File: config.mk
export PLATFORM = sky130hd
export DESIGN_NAME = symbol_interleaver
export DESIGN_NICKNAME = d
export VERILOG_FILES = /design/src/rtl/ilv_pkg.sv /design/src/rtl/ilv_perm_table.sv /design/src/rtl/ilv_col_walker.sv /design/src/rtl/ilv_frame_buf.sv /design/src/rtl/symbol_interleaver.sv
export SDC_FILE = /design/constraint.sdc
export NUM_CORES = 1
export LEC_CHECK = 0
export ABC_AREA = 1
export BUFFER_PORTS_ARGS = -buffer_cell sky130_fd_sc_hd__buf_4
export CORE_MARGIN = 3
export CORE_UTILIZATION = 42
export DETAILED_ROUTE_END_ITERATION = 16
export PLACE_DENSITY = 0.58
export SLEW_MARGIN = 0
export SYNTH_ARGS = -nofsm -noshare
export SYNTH_HDL_FRONTEND = slang
export SYNTH_SLANG_ARGS = --single-unit
File: constraint.sdc
create_clock -name clk -period 8.2 [get_ports clk]
set_clock_uncertainty 0.05 [all_clocks]
set_input_delay 0.82 -clock clk [delete_from_list [all_inputs] [get_ports clk]]
set_output_delay 0.82 -clock clk [all_outputs]
set_load 0.05 [all_outputs]
File: src/rtl/ilv_pkg.sv
package ilv_pkg;

    // Frame life cycle: wait for a start symbol, fill the matrix, drain it.
    typedef enum logic [1:0] {
        PH_IDLE  = 2'd0,
        PH_FILL  = 2'd1,
        PH_DRAIN = 2'd2
    } phase_e;

endpackage

File: src/rtl/ilv_perm_table.sv
module ilv_perm_table #(
    parameter int MAX_COLS = 8,
    parameter int IDX_W    = $clog2(MAX_COLS)
) (
    input  logic             clk,
    input  logic             rst_n,
    input  logic             wr_en,
    input  logic [IDX_W-1:0] wr_slot,
    input  logic [IDX_W-1:0] wr_col,
    input  logic [IDX_W-1:0] rd_slot,
    output logic [IDX_W-1:0] rd_col
);

    logic [IDX_W-1:0] slot_q [MAX_COLS];
    logic [IDX_W-1:0] slot_d [MAX_COLS];

    always_comb begin
        slot_d = slot_q;
        if (wr_en && (int'(wr_slot) < MAX_COLS)) begin
            slot_d[wr_slot] = wr_col;
        end
    end

    // Reset value is the identity visit order.
    always_ff @(posedge clk or negedge rst_n) begin
        if (!rst_n) begin
            for (int i = 0; i < MAX_COLS; i++) begin
                slot_q[i] <= IDX_W'(i);
            end
        end else begin
            slot_q <= slot_d;
        end
    end

    assign rd_col = slot_q[rd_slot];

endmodule

File: src/rtl/ilv_col_walker.sv
// Steps through a matrix column by column, columns taken in table order.
// Position = row_base + table[slot]; row_base advances by the column count.
module ilv_col_walker #(
    parameter int LEN_W = 7,
    parameter int IDX_W = 3
) (
    input  logic             clk,
    input  logic             rst_n,
    input  logic             clr,      // treat current position as the origin
    input  logic             step,     // advance after the current position
    input  logic             rewind,   // next position is the origin
    input  logic [LEN_W-1:0] cols,
    input  logic [LEN_W-1:0] len,
    input  logic [IDX_W-1:0] slot_col,
    output logic [IDX_W-1:0] slot,
    output logic [LEN_W-1:0] pos
);

    typedef struct packed {
        logic [LEN_W-1:0] row_base;
        logic [IDX_W-1:0] slot;
    } walk_t;

    walk_t walk_q, walk_d, cur;

    always_comb begin
        cur    = clr ? '0 : walk_q;
        slot   = cur.slot;
        pos    = cur.row_base + LEN_W'(slot_col);
        walk_d = walk_q;
        if (rewind) begin
            walk_d = '0;
        end else if (step) begin
            if ((cur.row_base + cols) >= len) begin
                walk_d.row_base = '0;
                walk_d.slot     = cur.slot + IDX_W'(1);
            end else begin
                walk_d.row_base = cur.row_base + cols;
                walk_d.slot     = cur.slot;
            end
        end else if (clr) begin
            walk_d = '0;
        end
    end

    always_ff @(posedge clk or negedge rst_n) begin
        if (!rst_n) walk_q <= '0;
        else        walk_q <= walk_d;
    end

endmodule

File: src/rtl/ilv_frame_buf.sv
module ilv_frame_buf #(
    parameter int DATA_W = 8,
    parameter int DEPTH  = 64,
    parameter int ADDR_W = $clog2(DEPTH)
) (
    input  logic              clk,
    input  logic              wr_en,
    input  logic [ADDR_W-1:0] wr_addr,
    input  logic [DATA_W-1:0] wr_data,
    input  logic [ADDR_W-1:0] rd_addr,
    output logic [DATA_W-1:0] rd_data
);

    logic [DATA_W-1:0] cell_q [DEPTH];

    always_ff @(posedge clk) begin
        if (wr_en) cell_q[wr_addr] <= wr_data;
    end

    assign rd_data = cell_q[rd_addr];

endmodule

File: src/rtl/symbol_interleaver.sv
module symbol_interleaver
    import ilv_pkg::*;
#(
    parameter  int DATA_W   = 8,
    parameter  int MAX_COLS = 8,
    parameter  int MAX_LEN  = 64,
    localparam int LEN_W    = $clog2(MAX_LEN + 1),
    localparam int ADDR_W   = $clog2(MAX_LEN),
    localparam int COL_W    = $clog2(MAX_COLS + 1),
    localparam int IDX_W    = $clog2(MAX_COLS)
) (
    input  logic              clk,
    input  logic              rst_n,
    input  logic              cfg_mode,
    input  logic [LEN_W-1:0]  cfg_len,
    input  logic [COL_W-1:0]  cfg_cols,
    input  logic              tbl_wr_en,
    input  logic [IDX_W-1:0]  tbl_wr_slot,
    input  logic [IDX_W-1:0]  tbl_wr_col,
    input  logic              in_valid,
    output logic              in_ready,
    input  logic              in_sof,
    input  logic [DATA_W-1:0] in_data,
    output logic              out_valid,
    input  logic              out_ready,
    output logic [DATA_W-1:0] out_data,
    output logic              out_last,
    output logic              frame_err
);

    typedef struct packed {
        phase_e           phase;
        logic [LEN_W-1:0] cnt;
        logic [LEN_W-1:0] len;
        logic [LEN_W-1:0] cols;
        logic             mode;
        logic             err;
    } ctl_t;

    ctl_t ctl_q, ctl_d;

    logic             acc, start, fill_wr, fill_last, out_fire, drain_last;
    logic             eff_mode;
    logic [LEN_W-1:0] eff_len, eff_cols, seq_cnt;
    logic [IDX_W-1:0] walk_slot, slot_col;
    logic [LEN_W-1:0] walk_pos;
    logic [ADDR_W-1:0] wr_addr, rd_addr;

    ilv_perm_table #(
        .MAX_COLS (MAX_COLS),
        .IDX_W    (IDX_W)
    ) i_table (
        .clk     (clk),
        .rst_n   (rst_n),
        .wr_en   (tbl_wr_en && (ctl_q.phase == PH_IDLE)),
        .wr_slot (tbl_wr_slot),
        .wr_col  (tbl_wr_col),
        .rd_slot (walk_slot),
        .rd_col  (slot_col)
    );

    ilv_col_walker #(
        .LEN_W (LEN_W),
        .IDX_W (IDX_W)
    ) i_walker (
        .clk      (clk),
        .rst_n    (rst_n),
        .clr      (start),
        .step     (fill_wr || out_fire),
        .rewind   (fill_last || drain_last),
        .cols     (eff_cols),
        .len      (eff_len),
        .slot_col (slot_col),
        .slot     (walk_slot),
        .pos      (walk_pos)
    );

    ilv_frame_buf #(
        .DATA_W (DATA_W),
        .DEPTH  (MAX_LEN),
        .ADDR_W (ADDR_W)
    ) i_buf (
        .clk     (clk),
        .wr_en   (fill_wr),
        .wr_addr (wr_addr),
        .wr_data (in_data),
        .rd_addr (rd_addr),
        .rd_data (out_data)
    );

    always_comb begin
        ctl_d     = ctl_q;
        ctl_d.err = 1'b0;

        // Handshake decode
        in_ready   = (ctl_q.phase != PH_DRAIN);
        acc        = in_valid && in_ready;
        start      = acc && in_sof;
        fill_wr    = acc && (in_sof || (ctl_q.phase == PH_FILL));
        out_valid  = (ctl_q.phase == PH_DRAIN);
        out_last   = out_valid && ((ctl_q.cnt + LEN_W'(1)) == ctl_q.len);
        out_fire   = out_valid && out_ready;
        drain_last = out_fire && out_last;

        // Configuration in force this cycle: fresh on a start symbol
        eff_mode  = start ? cfg_mode : ctl_q.mode;
        eff_len   = start ? cfg_len : ctl_q.len;
        eff_cols  = start ? LEN_W'(cfg_cols) : ctl_q.cols;
        seq_cnt   = start ? '0 : ctl_q.cnt;
        fill_last = fill_wr && ((seq_cnt + LEN_W'(1)) == eff_len);

        // Sequential side vs permuted side depends on direction
        wr_addr = eff_mode   ? ADDR_W'(walk_pos) : ADDR_W'(seq_cnt);
        rd_addr = ctl_q.mode ? ADDR_W'(ctl_q.cnt) : ADDR_W'(walk_pos);

        if (start) begin
            ctl_d.mode = cfg_mode;
            ctl_d.len  = cfg_len;
            ctl_d.cols = LEN_W'(cfg_cols);
            if (ctl_q.phase == PH_FILL) ctl_d.err = 1'b1;
        end

        if (acc && !in_sof && (ctl_q.phase == PH_IDLE)) begin
            ctl_d.err = 1'b1;
        end

        if (fill_wr) begin
            ctl_d.phase = PH_FILL;
            ctl_d.cnt   = seq_cnt + LEN_W'(1);
            if (fill_last) begin
                ctl_d.phase = PH_DRAIN;
                ctl_d.cnt   = '0;
            end
        end

        if (out_fire) begin
            ctl_d.cnt = ctl_q.cnt + LEN_W'(1);
            if (out_last) begin
                ctl_d.phase = PH_IDLE;
                ctl_d.cnt   = '0;
            end
        end
    end

    always_ff @(posedge clk or negedge rst_n) begin
        if (!rst_n) begin
            ctl_q       <= '0;
            ctl_q.phase <= PH_IDLE;
        end else begin
            ctl_q <= ctl_d;
        end
    end

    assign frame_err = ctl_q.err;

endmodule

==> flow_metrics.tcl <==
set metrics [dict create \
    drc 0 \
    report.final.slew_viol_count 0 \
    power_density_nw_per_um2 371.5 \
    clockBufferDepth 3 \
    cts_resized 0 \
    avgSynthCellArea_um2 10.43 \
    fin_nets 2461 \
    p_leak_nw 10.57 \
    period_share_pct 84.96 \
    final_area_um2 27890 \
    period_minus_slack_ns 6.967 \
    dr.pass1.iters 7 \
    cts_hold_buffers 0 \
    worstMarginPinSlew_ns 1.237 \
    setup_violations 0 \
    clock-root-buffer "clkbuf_16" \
    antenna_cells 0 \
    wl_met1_um 28520 \
    insertion_delay_ns 0.61 \
    path_common_cell "nand2_1" \
    synth_top_flop_cell "edfxtp_1" \
    place_area_um2 26030 \
    cp_data_required_time_ns 7.33 \
    antenna_found_initial 0 \
    yosysMostFrequentCell "nand2_1" \
    rsz0062_at_grt "no" \
    overflow 0 \
    tritoncts "done" \
    route.antenna.remaining_nets 0 \
    yosysTopAreaCellShare_pct 61.17 \
    cts_buffers 59 \
    worstPathArrival_ns 6.10 \
    synth_largest_area_cell "edfxtp_1" \
    drive_gt1_share_pct 7.730 \
    tns_ns 0 \
    gp_congestion 0.8475 \
    maxCapViolCount 0 \
    vias 16980 \
    worstSetupPathType "flop to output pin" \
    grt_pass1_vias 16640 \
    hold_viol 0 \
    synth_nets 2461 \
    grt_pass1_wl_um 99400 \
    port-buffer-count 43 \
    highest_layer "met4" \
    irDropWorstVdd_mv 0.3653 \
    h-tree-depth 2 \
    first_iter_violations 1515 \
    wire_per_inst_um 19.91 \
    wl_met3_um 3972 \
    crit_slowest_cell "fa_1" \
    status "completed" \
    cp_top_family "simple AND/OR/NAND/NOR gates" \
    synth_commonest_cells "nand2_1, edfxtp_1, nor2_1" \
    netlist_area_um2 25140 \
    rows 89 \
    grt_usage_pct 20.45 \
    routed_via_density 5.254 \
    met2_length_um 30700 \
    syn_inst 2410 \
    synth_seq_cells 568 \
    core_um2 59130 \
    die_h_um 250.6 \
    fillCellCount 5428 \
    pin_count 44 \
    cp.buffers_inverters 6 \
    max_stage_delay_ns 0.59 \
    critPathCaptureType "output pin" \
    die_area_um2 62820 \
    grt_max_degree 145 \
    post_cts_buffers 0 \
    ys_seq_area_share_pct 66.80 \
    die_w_um 250.6 \
    p_total_mw 10.36 \
    syn_to_final_growth_pct 10.95 \
    initial_core_util_pct 42.51 \
    synth-warning-count 0 \
    synth-edff-count 512 \
    synthArstFlopShare_pct 9.859 \
    drt-total-wl_um 64330 \
    ys_types 46 \
    crit_fanout 68 \
    synth_area_leaders "edfxtp_1, nand2_1, nor2_1, o21ai_0, dfrtp_1" \
    numClockSinks 568 \
    hold_class "primary input to async pin" \
    clk_pin_slew_ns 0.06 \
    relSlewSlack_pct 17.44 \
    dp_hpwl_um 37640 \
    fmax_mhz 143.5 \
    startpoint_type "flop" \
]
-- cell families (layout without fill, tap and decap cells) --
logic type	after synthesis	in the layout	share of synthesized area [%]
fa+ha+maj	19	19	1.006
xor+xnor	15	15	0.5774
simple gates	1161	1161	18.87
buf+inv	297	345	4.893
flops	568	568	66.80
compound gates	350	350	7.855
-- layout by cell type (no fill, tap or decap), drive strengths merged, types with 2 or more instances in the layout --
cell type and instances:
nor2 348, xor2 8, nand2 612, fa 2
a211oi 2, a21oi 32, o22ai 3, nand3 185
o31ai 3, o21ai 250, edfxtp 512, a221oi 6
o211ai 49, ha 17, dfrtp 44, buf 52
o21a 2, nand4 7, bufinv 5, nand3b 2
inv 183, dfstp 12, clkbuf 76, clkinv 26
clkinvlp 3, or2 2, nor3 4, xnor2 6
-- flip-flops by register name, summed over array words and instances, names as in the netlist --
name and cells:
ctl_q 21, frame_err 1, i_buf.cell_q 512, i_table.slot_q 24, i_walker.walk_q 10
-- per-stage QoR --
step	instances	setup WS, ns	utilization, %	hold slack [ns]
CTS	3231	1.194	47.16	0.1938
finish	3231	1.233	47.16	0.2057
detailed placement	3122	1.371	44.02	0.4110
global placement	3122	1.458	44.02	0.4092
floorplan	2410	3.080	-	0.3936
global route	3231	0.7499	47.16	0.2369
-- cell type report --
cell class                 count  area (um^2)  area share [%]
clock buffer                  76         1562           5.599
clock inverter                33        294.0           1.054
inverter                     184        691.9           2.481
multi-input combinational   1545         7141           25.61
sequential                   568        16790           60.21
tap                          773        967.2           3.468
timing repair buffer          52        440.4           1.579
-- where the power goes --
part	switching, mW	internal [mW]
logic	3.19	1.19
registers	0.0709	3.31
clock network	1.10	1.49
total	4.37	6.00
-- final timing paths --
kind	from	to	slack, ns	cells after the start
max in group asynchronous	rst_n	i_table.slot_q[17]	7.42	1
hold / removal	rst_n	ctl_q[14]	0.21	1
setup reg to reg	ctl_q[23]	i_buf.cell_q[27][3]	2.87	18
min in group clk	cfg_cols[3]	ctl_q[5]	0.37	3
setup / recovery	ctl_q[23]	out_data[6]	1.23	25
hold reg to reg	ctl_q[4]	ctl_q[4]	0.42	2
-- routing by layer --
metal / up-vias / global-route usage, %
met3: 88 / 3.582
met2: 449 / 33.76
met5: - / 0
met1: 8249 / 28.52
met4: 0 / 4.417
li1: 8189 / -
No activity file was read; power rests on OpenSTA's default activity.
